==> src/rtl/adc_port_pkg.sv <==
package adc_port_pkg;
  localparam int RES_W  = 12;
  localparam int CTRL_W = 8;
  localparam int ADDR_W = 4;
  localparam int DROP_W = 4;
  localparam int CNT_W  = 5;

  typedef enum logic [1:0] {LEN_8, LEN_12, LEN_16} len_e;

  function automatic len_e decode_len(logic [1:0] code);
    case (code)
      2'b01:   return LEN_8;
      2'b11:   return LEN_16;
      default: return LEN_12;
    endcase
  endfunction

  function automatic logic [CNT_W-1:0] len_bits(len_e len);
    case (len)
      LEN_8:   return CNT_W'(RES_W - DROP_W);
      LEN_16:  return CNT_W'(RES_W + DROP_W);
      default: return CNT_W'(RES_W);
    endcase
  endfunction

  // bit k of the frame's output stream
  function automatic logic pick_bit(logic [RES_W-1:0] w, len_e len, logic lsb,
                                    logic [CNT_W-1:0] k);
    int pos;
    if (k >= len_bits(len)) return 1'b0;
    if (!lsb) begin
      if (int'(k) >= RES_W) return 1'b0;
      return w[RES_W-1-int'(k)];
    end
    pos = int'(k) + ((len == LEN_8) ? DROP_W : 0);
    if (pos >= RES_W) return 1'b0;
    return w[pos];
  endfunction
endpackage

==> src/rtl/adc_port_ctrl.sv <==
module adc_port_ctrl
  import adc_port_pkg::*;
(
  input  logic              clk_i,
  input  logic              rst_ni,
  input  logic              cs_act_i,
  input  logic              cs_start_i,
  input  logic              rise_i,
  input  logic              fall_i,
  input  logic              sdi_i,
  output logic [CNT_W-1:0]  fcnt_o,
  output len_e              len_o,
  output logic              lsb_nxt_o,
  output logic              lsb_cur_o,
  output logic              fmt_conv_o,
  output logic              start_o,
  output logic [ADDR_W-1:0] chan_o
);
  localparam logic [CNT_W-1:0] LEN_RISE = CNT_W'(6);
  localparam logic [CNT_W-1:0] WORD_END = CNT_W'(CTRL_W);

  logic [CTRL_W-1:0] shreg_q;
  logic [CNT_W-1:0]  rcnt_q, fcnt_q, fnext;
  logic              fmt_pend_q, started_q;

  assign fnext  = fcnt_q + 1'b1;
  assign fcnt_o = fcnt_q;

  always_ff @(posedge clk_i or negedge rst_ni) begin
    if (!rst_ni) begin
      shreg_q    <= '0;
      rcnt_q     <= '0;
      fcnt_q     <= '0;
      len_o      <= LEN_12;
      lsb_nxt_o  <= 1'b0;
      lsb_cur_o  <= 1'b0;
      fmt_pend_q <= 1'b0;
      fmt_conv_o <= 1'b0;
      started_q  <= 1'b0;
      start_o    <= 1'b0;
      chan_o     <= '0;
    end else begin
      start_o <= 1'b0;
      if (!cs_act_i) begin
        shreg_q   <= '0;
        rcnt_q    <= '0;
        fcnt_q    <= '0;
        started_q <= 1'b0;
      end else begin
        if (cs_start_i) lsb_cur_o <= lsb_nxt_o;
        if (rise_i && rcnt_q < WORD_END) begin
          shreg_q <= {shreg_q[CTRL_W-2:0], sdi_i};
          rcnt_q  <= rcnt_q + 1'b1;
          if (rcnt_q + 1'b1 == LEN_RISE) len_o <= decode_len({shreg_q[0], sdi_i});
          if (rcnt_q + 1'b1 == WORD_END) begin
            lsb_nxt_o  <= shreg_q[0];
            fmt_pend_q <= sdi_i;
          end
        end
        if (fall_i) begin
          if (fcnt_q != '1) fcnt_q <= fnext;
          if (!started_q && fnext == len_bits(len_o)) begin
            started_q  <= 1'b1;
            start_o    <= 1'b1;
            chan_o     <= shreg_q[CTRL_W-1 -: ADDR_W];
            fmt_conv_o <= fmt_pend_q;
          end
        end
      end
    end
  end
endmodule

==> src/rtl/adc_port_out.sv <==
module adc_port_out
  import adc_port_pkg::*;
(
  input  logic             clk_i,
  input  logic             rst_ni,
  input  logic [RES_W-1:0] result_i,
  input  logic             done_i,
  input  logic             fmt_i,
  input  len_e             len_i,
  input  logic             lsb_i,
  input  logic [CNT_W-1:0] fcnt_i,
  input  logic             cs_act_i,
  input  logic             cs_start_i,
  input  logic             fall_i,
  output logic             sdo_o
);
  logic [RES_W-1:0] word_q;

  always_ff @(posedge clk_i or negedge rst_ni) begin
    if (!rst_ni) begin
      word_q <= '0;
      sdo_o  <= 1'b0;
    end else begin
      if (done_i) word_q <= fmt_i ? {~result_i[RES_W-1], result_i[RES_W-2:0]} : result_i;
      if (!cs_act_i)       sdo_o <= 1'b0;
      else if (cs_start_i) sdo_o <= pick_bit(word_q, len_i, lsb_i, '0);
      else if (fall_i)     sdo_o <= pick_bit(word_q, len_i, lsb_i, fcnt_i + 1'b1);
    end
  end
endmodule

==> src/rtl/adc_serial_port.sv <==
module adc_serial_port
  import adc_port_pkg::*;
(
  input  logic              clk_i,
  input  logic              rst_ni,
  input  logic              sclk_i,
  input  logic              cs_ni,
  input  logic              sdi_i,
  input  logic [RES_W-1:0]  result_i,
  input  logic              done_i,
  output logic              sdo_o,
  output logic              start_o,
  output logic [ADDR_W-1:0] chan_o
);
  logic sclk_q, cs_q;
  logic cs_act, cs_start, rise, fall;
  logic [CNT_W-1:0] fcnt;
  len_e len;
  logic lsb_nxt, lsb_cur, fmt_conv;

  always_ff @(posedge clk_i or negedge rst_ni) begin
    if (!rst_ni) begin
      sclk_q <= 1'b0;
      cs_q   <= 1'b1;
    end else begin
      sclk_q <= sclk_i;
      cs_q   <= cs_ni;
    end
  end

  assign cs_act   = !cs_ni;
  assign cs_start = cs_q && !cs_ni;
  assign rise     = sclk_i && !sclk_q;
  assign fall     = !sclk_i && sclk_q;

  adc_port_ctrl u_ctrl (
    .clk_i      (clk_i),
    .rst_ni     (rst_ni),
    .cs_act_i   (cs_act),
    .cs_start_i (cs_start),
    .rise_i     (rise),
    .fall_i     (fall),
    .sdi_i      (sdi_i),
    .fcnt_o     (fcnt),
    .len_o      (len),
    .lsb_nxt_o  (lsb_nxt),
    .lsb_cur_o  (lsb_cur),
    .fmt_conv_o (fmt_conv),
    .start_o    (start_o),
    .chan_o     (chan_o)
  );

  adc_port_out u_out (
    .clk_i      (clk_i),
    .rst_ni     (rst_ni),
    .result_i   (result_i),
    .done_i     (done_i),
    .fmt_i      (fmt_conv),
    .len_i      (len),
    .lsb_i      (cs_start ? lsb_nxt : lsb_cur),
    .fcnt_i     (fcnt),
    .cs_act_i   (cs_act),
    .cs_start_i (cs_start),
    .fall_i     (fall),
    .sdo_o      (sdo_o)
  );
endmodule

==> config.mk <==
export PLATFORM = sky130hd
export DESIGN_NAME = adc_serial_port
export DESIGN_NICKNAME = d
export VERILOG_FILES = /design/src/rtl/adc_port_pkg.sv /design/src/rtl/adc_port_ctrl.sv /design/src/rtl/adc_port_out.sv /design/src/rtl/adc_serial_port.sv
export SDC_FILE = /design/constraint.sdc
export NUM_CORES = 1
export LEC_CHECK = 0
export ABC_AREA = 1
export BUFFER_PORTS_ARGS = -buffer_cell sky130_fd_sc_hd__buf_2
export CORE_ASPECT_RATIO = 1.4
export CORE_UTILIZATION = 35
export CTS_CLUSTER_SIZE = 12
export DETAILED_ROUTE_END_ITERATION = 7
export PLACE_DENSITY_LB_ADDON = 0.12
export SYNTH_ARGS = -nofsm -noshare
export SYNTH_HDL_FRONTEND = slang
export SYNTH_SLANG_ARGS = --single-unit
==> constraint.sdc <==
create_clock -name clk_i -period 2.4 [get_ports clk_i]
set_input_delay 0.24 -clock clk_i [delete_from_list [all_inputs] [get_ports clk_i]]
set_output_delay 0.24 -clock clk_i [all_outputs]
set_load 0.05 [all_outputs]
==> results by group <==
Critical path
  – Max stage delay on crit path: 0.43 ns
  – Top cell by count, worst path: ha_1
  – Reg2reg start: u_ctrl.fcnt_o[1]
  – Worst Setup SP: u_ctrl.fcnt_o[1]
  – Crit Path Category: reg2reg
  – Crit-path cells: ha_1 > nand2_1 > nor2_1 > ha_1 > ha_1 > inv_1 > nor3_1 > nand3_2 > nand2_1 > o21ai_1
  – Max stage delay cell, worst path: dfrtp_1
  – Cell class contributing the biggest share of worst-path delay: adder cells
  – CP max FO: 12
  – CP bufs+invs: 1
  – CP Capture Type: flip-flop
  – CP required: 2.59 ns
  – Startpoint types: flip-flop
  – CP arrival: 2.34 ns

Floorplanning
  – Boundary Pins: 24
  – Die Ht: between 90 and 100 um
  – Initial Util: 36.32%
  – Row Count: 35
  – Die Width: 71.78 um
  – Core Region: ~6600 sq um
  – Die area: 7156 sq um

GRT
  – Largest net degree at the start of global routing: 29
  – Antenna violations before repair: 0
  – Remaining global-route overflow: 0
  – Vias in the first global route: 1923
  – Total track usage: between 10% and 20%
  – First-pass GRT wire length: 8.742 mm

Layout
  – Commonest non-fill, non-tap cell in the layout: nand2_1
  – Multi-input combinational cell area: 1021 sq um
  – Nets: 342
  – Most frequent cells in the layout: nand2_1 (69), inv_1 (45), dfrtp_1 (43)
  – Number of fill cells: 678
  – Area growth syn-to-layout: 11.12%
  – Share of layout cells above drive strength 1: 16.56%
  – Antenna diodes: 0
  – Sequential cell area: 1129 sq um

Synthesis
  – Top_reg_cell synth: dfrtp_1
  – Netlist cell types: 31
  – Syn. warnings: 0
  – Mapped Area: 2386 sq um
  – Syn Nets: between 300 and 400
  – Post-synthesis async set-or-reset flop share: 100.0%
  – Synth Register Bits: 45
  – EDFF count, synth: 0
  – Mapped Cells: ~290
  – Syn_area_per_cell: 8.256 sq um
  – Sequential fraction of the synthesis area: 47.30%

Outcome
  – Outcome: complete, no violations

STA
  – Relative slew slack: roughly 71%
  – Max-slew violations: 0
  – Setup TNS: 0 ns
  – Final Cycle Share: 89.72%
  – RSZ-0062 raised after global routing: false
  – Clock skew: 0.004164 ns
  – Fmax: 464.4 MHz
  – Final worst-path setup slack: 0.2467 ns
  – Actual slew at the worst max-slew pin: 0.4373 ns
  – Tmin final: 2.153 ns
  – Final Hold Viols: 0
  – Final setup fails: 0

Run
  – Max Cap Violations: 0

Power
  – Static Leak: ~1.4 nW
  – Pwr Density: 550.9 nW/um^2
  – Worst VDD drop: 0.0002626 V

CTS
  – CTS sink count: 45
  – CTS tree: done
  – Setup Fix Bufs, Post-CTS: 0
  – Clock H-tree levels: 2
  – Number of buffers created by CTS: 5
  – Clock latency on the worst-skew pair: just under 0.3 ns
  – Largest buffer count on any clock path: 2
  – Worst-path clk slew: ~0.080 ns
  – CTS root buf: clkbuf_8

Route
  – Vias per cell: 4.722
  – Initial DRC count: 101
  – Via count: 1832
  – Iteration count of the initial detailed-routing pass: 5
  – Residual DRC: 0
  – WL/cell: 12.85 um
  – Routed WL: 4.984 mm
  – Post-DRT Antenna Nets: 0

Place
  – Dpl ws: 0.1632 ns
  – Gpl congestion: ~0.85
  – Dpl hpwl: 3.852 mm
  – I/O Buffers: 23

Min path
  – Hold Startpoint: sclk_i
  – Hold Crit Class: in2reg
==> cells in the mapped netlist (all sizes together), types with 2 or more instances <==
master	n	area [sq um]
a22oi	3	22.52
buf	5	43.79
a21oi	10	50.05
clkbuf	4	15.01
nand4	3	18.77
or2	2	12.52
dfstp	2	52.55
mux2	3	33.78
nand2	70	265.3
o21ai	28	143.9
inv	48	182.7
nor2	15	71.32
nor3	2	10.01
o22ai	3	18.77
xor2	3	26.28
nand3	31	165.2
ha	11	137.6
dfrtp	43	1076
==> path summary, 6_finish.rpt <==
| kind | end | slack (ns) | cells after the start |
|---|---|---|---|
| setup reg to reg | u_ctrl.fmt_conv_o | 0.25 | 10 |
| setup / recovery | u_ctrl.fmt_conv_o | 0.25 | 10 |
| max in group asynchronous | cs_q | 1.24 | 3 |
| hold / removal | sclk_q | 0.08 | 1 |
| hold reg to reg | u_ctrl.started_q | 0.50 | 2 |
| min in group asynchronous | u_out.word_q[5] | 0.41 | 2 |
==> stage by stage <==
step / cell area (sq um) / hold WS [ns] / instances / total power, mW / utilization (%)
after floorplan: 2386 / -0.05559 / 289 / 0.9518 / -
after global placement: 2550 / 0.2054 / 379 / 1.017 / 38.82
after detailed placement: 2550 / 0.2066 / 379 / 1.018 / 38.82
after CTS: 2646 / 0.07522 / 388 / 1.489 / 40.29
after global routing: 2651 / 0.07252 / 388 / 1.547 / 40.36
final: 2651 / 0.08457 / 388 / 1.461 / 40.36
==> repair_timing <==
action / CTS / global route
gates resized for setup: 0 / 1
endpoints found under the setup margin: 0 / 5
endpoints found under the hold margin: 17 / 0
hold buffers: 1 / 0
==> sequential cells by signal (all words and copies together) (netlist names) <==
name	count
u_out.word_q	12
u_ctrl.shreg_q	8
u_ctrl.fcnt_o	5
u_ctrl.rcnt_q	5
u_ctrl.chan_o	4
u_ctrl.len_o	2
cs_q	1
sclk_q	1
u_ctrl.fmt_conv_o	1
u_ctrl.fmt_pend_q	1
u_ctrl.lsb_cur_o	1
u_ctrl.lsb_nxt_o	1
u_ctrl.start_o	1
u_ctrl.started_q	1
u_out.sdo_o	1
==> area by class of cell <==
cell class	instances	share of cell area, %
inverter	48	6.890
multi-input combinational	187	38.51
clock buffer	5	2.596
clock inverter	3	0.6607
sequential	45	42.57
tap	74	3.492
timing repair buffer	26	5.286
==> kinds of logic after synthesis <==
logic type	count (synthesis)	share of synthesized area, %
AND/OR/NAND/NOR	124	23.76
buffers and inverters	57	10.12
AO/OA/AOI/OAI	45	10.17
flip-flops	45	47.30
adder cells (fa/ha/maj)	11	5.768
XOR/XNOR	4	1.469
multiplexers	3	1.416
==> routing by layer <==
metal	wire (um)	global-route usage, %	part of all wire [%]	vias to the layer above
li1	-	-	-	972
met1	2143	17.48	43	829
met2	2591	28.66	52	22
met3	131	3.242	2.6	9
met4	118	6.637	2.4	0
met5	0	0	0	-
==> power breakdown <==
group          switching, mW  internal [mW]  total, mW
sequential            0.0201          0.787      0.808
combinational          0.124         0.0673      0.192
clock                  0.260          0.201      0.461
total                  0.405           1.06       1.46
Note: power is estimated with default switching activity, not from simulation.
